===== config.mk =====
export PLATFORM = sky130hd
export DESIGN_NAME = fpc_cond
export DESIGN_NICKNAME = d
export VERILOG_FILES = /design/src/rtl/fpc_pkg.sv /design/src/rtl/fpc_operand_cond.sv /design/src/rtl/fpc_result_cond.sv /design/src/rtl/fpc_cond.sv
export SDC_FILE = /design/constraint.sdc
export NUM_CORES = 1
export LEC_CHECK = 0
export BUFFER_PORTS_ARGS = -buffer_cell sky130_fd_sc_hd__buf_2
export CAP_MARGIN = 10
export CORE_MARGIN = 3
export CORE_UTILIZATION = 49
export DETAILED_ROUTE_END_ITERATION = 8
export PLACE_DENSITY = 0.8
export SETUP_SLACK_MARGIN = 0.3
export SLEW_MARGIN = 20
export SYNTH_ARGS = -nofsm -noshare
export SYNTH_HDL_FRONTEND = slang
export SYNTH_HIERARCHICAL = 1
export SYNTH_SLANG_ARGS = --single-unit

===== constraint.sdc =====
create_clock -name clk -period 2.9 [get_ports clk]
set_input_delay 0.58 -clock clk [delete_from_list [all_inputs] [get_ports clk]]
set_output_delay 0.58 -clock clk [all_outputs]
set_load 0.01 [all_outputs]

===== src/rtl/fpc_pkg.sv =====
package fpc_pkg;

    localparam int EXP_W  = 8;
    localparam int FRAC_W = 23;
    localparam int N_OPS  = 2;

    typedef enum logic {
        OPK_ARITH    = 1'b0,
        OPK_SIGNCOPY = 1'b1
    } op_kind_e;

    typedef struct packed {
        logic              sign;
        logic [EXP_W-1:0]  exp;
        logic [FRAC_W-1:0] frac;
    } fp_word_t;

    typedef struct packed {
        logic is_sub;
        logic is_nan;
        logic is_snan;
    } fp_class_t;

    localparam fp_word_t CANON_NAN = '{sign: 1'b0, exp: '1, frac: {1'b1, {(FRAC_W-1){1'b0}}}};
    localparam fp_word_t POS_ZERO  = '0;

    function automatic logic fp_is_sub(fp_word_t w);
        return (w.exp == '0) && (w.frac != '0);
    endfunction

    function automatic logic fp_is_nan(fp_word_t w);
        return (&w.exp) && (w.frac != '0);
    endfunction

    function automatic logic fp_is_snan(fp_word_t w);
        return fp_is_nan(w) && !w.frac[FRAC_W-1];
    endfunction

    function automatic fp_class_t fp_classify(fp_word_t w);
        fp_class_t c;
        c.is_sub  = fp_is_sub(w);
        c.is_nan  = fp_is_nan(w);
        c.is_snan = fp_is_snan(w);
        return c;
    endfunction

    function automatic fp_word_t fp_quieten(fp_word_t w);
        fp_word_t q;
        q = w;
        q.frac[FRAC_W-1] = 1'b1;
        return q;
    endfunction

endpackage


===== src/rtl/fpc_operand_cond.sv =====
module fpc_operand_cond
    import fpc_pkg::*;
(
    input  fp_word_t  raw,
    input  logic      arith,
    input  logic      ftz_en,
    input  logic      dn_en,
    output fp_word_t  cond,
    output logic      flushed,
    output fp_class_t cls
);
    always_comb begin
        cls     = fp_classify(raw);
        cond    = raw;
        flushed = 1'b0;
        if (arith) begin
            if (ftz_en && cls.is_sub) begin
                cond    = POS_ZERO;
                flushed = 1'b1;
            end else if (dn_en && cls.is_nan) begin
                cond = CANON_NAN;
            end
        end
    end
endmodule


===== src/rtl/fpc_result_cond.sv =====
module fpc_result_cond
    import fpc_pkg::*;
(
    input  logic      arith,
    input  logic      ftz_en,
    input  logic      dn_en,
    input  fp_word_t  raw_a,
    input  fp_word_t  raw_b,
    input  fp_class_t cls_a,
    input  fp_class_t cls_b,
    input  fp_word_t  res_in,
    input  logic      nan_gen,
    output fp_word_t  res_out,
    output logic      uf_flush,
    output logic      invalid
);
    logic res_tiny;

    always_comb begin
        res_tiny = (res_in.exp == '0) && (res_in.frac != '0);
        res_out  = res_in;
        uf_flush = 1'b0;
        invalid  = 1'b0;
        if (arith) begin
            invalid = cls_a.is_snan || cls_b.is_snan;
            if (cls_a.is_nan) begin
                res_out = dn_en ? CANON_NAN : fp_quieten(raw_a);
            end else if (cls_b.is_nan) begin
                res_out = dn_en ? CANON_NAN : fp_quieten(raw_b);
            end else if (nan_gen) begin
                res_out = CANON_NAN;
            end else if (ftz_en && res_tiny) begin
                res_out  = POS_ZERO;
                uf_flush = 1'b1;
            end
        end
    end
endmodule


===== src/rtl/fpc_cond.sv =====
module fpc_cond
    import fpc_pkg::*;
(
    input  logic              clk,
    input  logic              rst,
    input  logic              in_valid,
    input  logic              op_kind,
    input  logic              ftz_en,
    input  logic              dn_en,
    input  logic [31:0]       opa,
    input  logic [31:0]       opb,
    input  logic              res_sign,
    input  logic [EXP_W-1:0]  res_exp,
    input  logic [FRAC_W-1:0] res_frac,
    input  logic              res_nan_gen,
    output logic              o_valid,
    output logic [31:0]       o_opa,
    output logic [31:0]       o_opb,
    output logic              o_in_flush,
    output logic [31:0]       o_result,
    output logic              o_uf_flush,
    output logic              o_invalid
);
    op_kind_e  kind;
    logic      arith;
    fp_word_t  raw_op  [N_OPS];
    fp_word_t  cond_op [N_OPS];
    fp_class_t cls_op  [N_OPS];
    logic [N_OPS-1:0] flush_vec;
    fp_word_t  res_word;
    fp_word_t  res_final;
    logic      uf_c;
    logic      inv_c;

    assign kind      = op_kind_e'(op_kind);
    assign arith     = (kind == OPK_ARITH);
    assign raw_op[0] = fp_word_t'(opa);
    assign raw_op[1] = fp_word_t'(opb);
    assign res_word  = '{sign: res_sign, exp: res_exp, frac: res_frac};

    for (genvar i = 0; i < N_OPS; i++) begin : g_opnd
        fpc_operand_cond u_opnd (
            .raw     (raw_op[i]),
            .arith   (arith),
            .ftz_en  (ftz_en),
            .dn_en   (dn_en),
            .cond    (cond_op[i]),
            .flushed (flush_vec[i]),
            .cls     (cls_op[i])
        );
    end

    fpc_result_cond u_res (
        .arith    (arith),
        .ftz_en   (ftz_en),
        .dn_en    (dn_en),
        .raw_a    (raw_op[0]),
        .raw_b    (raw_op[1]),
        .cls_a    (cls_op[0]),
        .cls_b    (cls_op[1]),
        .res_in   (res_word),
        .nan_gen  (res_nan_gen),
        .res_out  (res_final),
        .uf_flush (uf_c),
        .invalid  (inv_c)
    );

    always_ff @(posedge clk) begin
        if (rst) begin
            o_valid    <= 1'b0;
            o_opa      <= '0;
            o_opb      <= '0;
            o_result   <= '0;
            o_in_flush <= 1'b0;
            o_uf_flush <= 1'b0;
            o_invalid  <= 1'b0;
        end else begin
            o_valid    <= in_valid;
            o_in_flush <= in_valid && (|flush_vec);
            o_uf_flush <= in_valid && uf_c;
            o_invalid  <= in_valid && inv_c;
            if (in_valid) begin
                o_opa    <= cond_op[0];
                o_opb    <= cond_op[1];
                o_result <= res_final;
            end
        end
    end

    assert_ftz_input_R1: assert property (@(posedge clk) disable iff (rst)
        (in_valid && !op_kind && ftz_en && fp_is_sub(opa)) |=> (o_opa == 32'h0 && o_in_flush));

    assert_ftz_off_R2: assert property (@(posedge clk) disable iff (rst)
        (in_valid && !ftz_en) |=> !o_in_flush);

    assert_bypass_R3: assert property (@(posedge clk) disable iff (rst)
        (in_valid && op_kind) |=> (o_opa == $past(opa) && o_opb == $past(opb)
                                   && !o_in_flush && !o_uf_flush && !o_invalid));

    assert_uf_zero_R4: assert property (@(posedge clk) disable iff (rst)
        o_uf_flush |-> (o_result == 32'h0));

    assert_default_nan_R5: assert property (@(posedge clk) disable iff (rst)
        (in_valid && !op_kind && dn_en && (fp_is_nan(opa) || fp_is_nan(opb)))
        |=> (o_result == 32'h7FC00000));

    assert_first_nan_R6: assert property (@(posedge clk) disable iff (rst)
        (in_valid && !op_kind && !dn_en && fp_is_nan(opa))
        |=> (o_result == {$past(opa[31:23]), 1'b1, $past(opa[21:0])}));

    assert_snan_invalid_R8: assert property (@(posedge clk) disable iff (rst)
        (in_valid && !op_kind && (fp_is_snan(opa) || fp_is_snan(opb))) |=> o_invalid);

    assert_valid_pipe_R9: assert property (@(posedge clk) disable iff (rst)
        in_valid |=> o_valid);

    assert_idle_quiet_R9: assert property (@(posedge clk) disable iff (rst)
        !o_valid |-> (!o_in_flush && !o_uf_flush && !o_invalid));

endmodule


==> summary.md <==
| Metric | Value |
|---|---|
| Min-delay src | `o_result[24]` |
| Layout Utilization | `0.667` |
| CTS tree | `built` |
| Comb power frac | `0.206` |
| CP endpoint kind | `flop` |
| Worst hold path class | `reg -> reg` |
| Synthesized cell area | `5150 µm²` |
| Wire per inst | `19.3 µm` |
| Final setup violation count | `0` |
| Slew headroom | `0.429` |
| Crit path buffers/inverters | `4` |
| Setup total negative slack | `0 ns` |
| Syn_area_per_cell | `about 9 µm²` |
| FMAX | `0.391 GHz` |
| Sw Ratio | `0.293` |
| Internal | `2140 µW` |
| Fraction of layout cells with a size suffix above 1 | `0.391` |
| Setup Crit Path Kind | `in -> reg` |
| Number of core rows | `36` |
| Sequential Area | `2000 µm²` |
| RSZ-0062 raised after global routing | `true` |
| Reg-to-reg startpoint | `o_result[3]` |
| Hold Slack | `0.498 ns` |
| Final period util | `0.883` |
| Root buf cell | `clkbuf_8` |
| # IOs | `203` |
| Crit-path slowest cell | `o31a_1` |
| Seq pwr share | `0.495` |
| Placed cells | `882` |
| Slew Viols, Final | `0` |
| Arrival @ worst endpoint | `2.86 ns` |
| Net Sw Power | `887 µW` |
| Yosys warning total | `6` |
| Leakage | `0.00329 µW` |
| Slowest cell delay on critical path | `0.38 ns` |
| Clock Power Share | `0.299` |
| H-tree levels | `3` |
| Synth Instances | `574` |
| Hold depth | `2` |
| Commonest non-fill, non-tap cell in the layout | `buf_2` |
| Total global-route track usage | `0.282` |
| Die Wd | `109 µm` |
| Critical Path Source Type | `input port` |
| Commonest cells after routing, fill and taps aside | `buf_2 (199), nor2_1 (117), dfxtp_1 (100), mux2i_1 (96), and2_1 (29)` |
| Worst IR Drop VDD | `0.000319 V` |
| Crit path required time | `3.20 ns` |
| DRC | `0` |
| FF-to-FF End | `o_result[3]` |
| Core area | `10000 µm²` |
| ANT nets after route | `0` |
| Post-Syn Nets | `just under 700` |
| Pwr/cell area | `454 nW/µm²` |
| # diodes | `0` |
| Bufs on Longest Clock Path | `2` |
| Hold endpoint | `o_result[24]` |
| Final Hold Vio Count | `0` |
| Cells on worst reg2reg path | `2` |
| Clk_lat worst skew | `0.36 ns` |
| Initial antenna violation count | `0` |
| Area of the multi-input gates | `2900 µm²` |
| FF-to-FF setup slack | `2.23 ns` |
| Total gr overflow | `0` |
| IO buf count | `202` |
| Final Non-Filler Cells | `905` |
| Global-route wire length before repair | `25800 µm` |
| Pin count of the biggest net entering global routing | `45` |
| Max_cap viols | `0` |
| Area delta synth->final | `29.4%` |
| Total number of vias | `5213` |
| Slew of the pin with the lowest slew margin | `0.857 ns` |
| Fill count | `858` |
| Min Tclk post-route | `2.56 ns` |
| Status | `complete, no violations` |
| First drt pass iteration count | `7` |
| Routability congestion estimate | `0.885` |
| Crit Path Max Fanout | `8` |
| Final HPWL DP | `around 13000 µm` |
| 1st-iter DRT viols | `509` |
| CP Cell Sequence | `buf_8, nor4_4, buf_4, nand4_1, nor2_4, nor2_4, o31a_1, nor2_8, buf_12, buf_8, nand2_1, o21ai_1, mux2i_1, nor2_1` |
| CP delay by family, top | `simple AND/OR/NAND/NOR gates` |
| Num CTS Buffers | `9` |
| Nets@finish | `870` |
| Routed WL | `17400 µm` |
| Die Ht | `109 µm` |
| Clock transition at path regs | `0.10 ns` |
| TritonCTS Sinks | `100` |
| Vias per cell | `5.76` |
| Vias in the first global route | `between 4000 and 5000` |
| Initial Util | `0.516` |
| # hold bufs at CTS | `0` |
| Final Skew | `0 ns` |
| Die ar. | `11800 µm²` |
## worst max-delay path by stage
stage                  from  slack, ns      endpoint  cells past startpoint
finish              opb[22]       0.34  o_result[19]                     14
global route        opb[22]       0.26  o_result[20]                     14
CTS                  opb[0]       0.34  o_result[20]                     13
detailed placement   opb[1]      -0.16  o_result[20]                     13
global placement     opb[0]      -0.07  o_result[21]                     13
floorplan           opb[17]       0.52  o_result[10]                     12
## state kept, by name (all words and copies together) (netlist names)
| register | flops |
|---|---|
| o_opa | 32 |
| o_invalid | 1 |
| o_result | 32 |
| o_valid | 1 |
| o_uf_flush | 1 |
| o_in_flush | 1 |
| o_opb | 32 |
## power by group through the flow
stage	sequential, µW	combinational (µW)	clock [µW]
after floorplan	1560	292	0
after global placement	1520	575	0
after detailed placement	1530	589	0
after CTS	1500	593	918
after global routing	1510	678	960
final	1500	626	906
## worst register-to-register path, cell delays in order (launching register included)
cell and delay, ns:
dfxtp_1 0.38, mux2i_1 0.09, nor2_1 0.13
## repair_timing
action                     in CTS  in global routing
setup endpoints to repair      29                 28
pin swaps                       0                 15
gates cloned                    0                  1
resized for setup               3                 33
setup buffers                   0                  6
## area by class of cell
cell class              count  area share
multi-input cells         417       0.435
flip-flops and latches    100       0.300
repair buffers            236       0.210
well taps                 133      0.0249
clock buffers              10      0.0191
clock inverters             6     0.00956
inverters                   3     0.00169
## stage by stage
stage / power (µW) / worst slack, ns / instance area, µm²
5_1_grt: 3150 / 0.256 / 6670
2_1_floorplan: 1860 / 0.523 / 5150
4_1_cts: 3010 / 0.337 / 6480
3_3_place_gp: 2100 / -0.0714 / 6270
6_report: 3030 / 0.339 / 6670
3_5_place_dp: 2120 / -0.164 / 6270
## metal layers
layer / track usage / vias up / wire, µm
met5: 0 / - / 0
met4: 0.0794 / 0 / 338
met3: 0.0728 / 33 / 1830
met2: 0.455 / 314 / 8130
met1: 0.372 / 2469 / 7130
li1: - / 2397 / -
(Power assumes the default switching activity.)
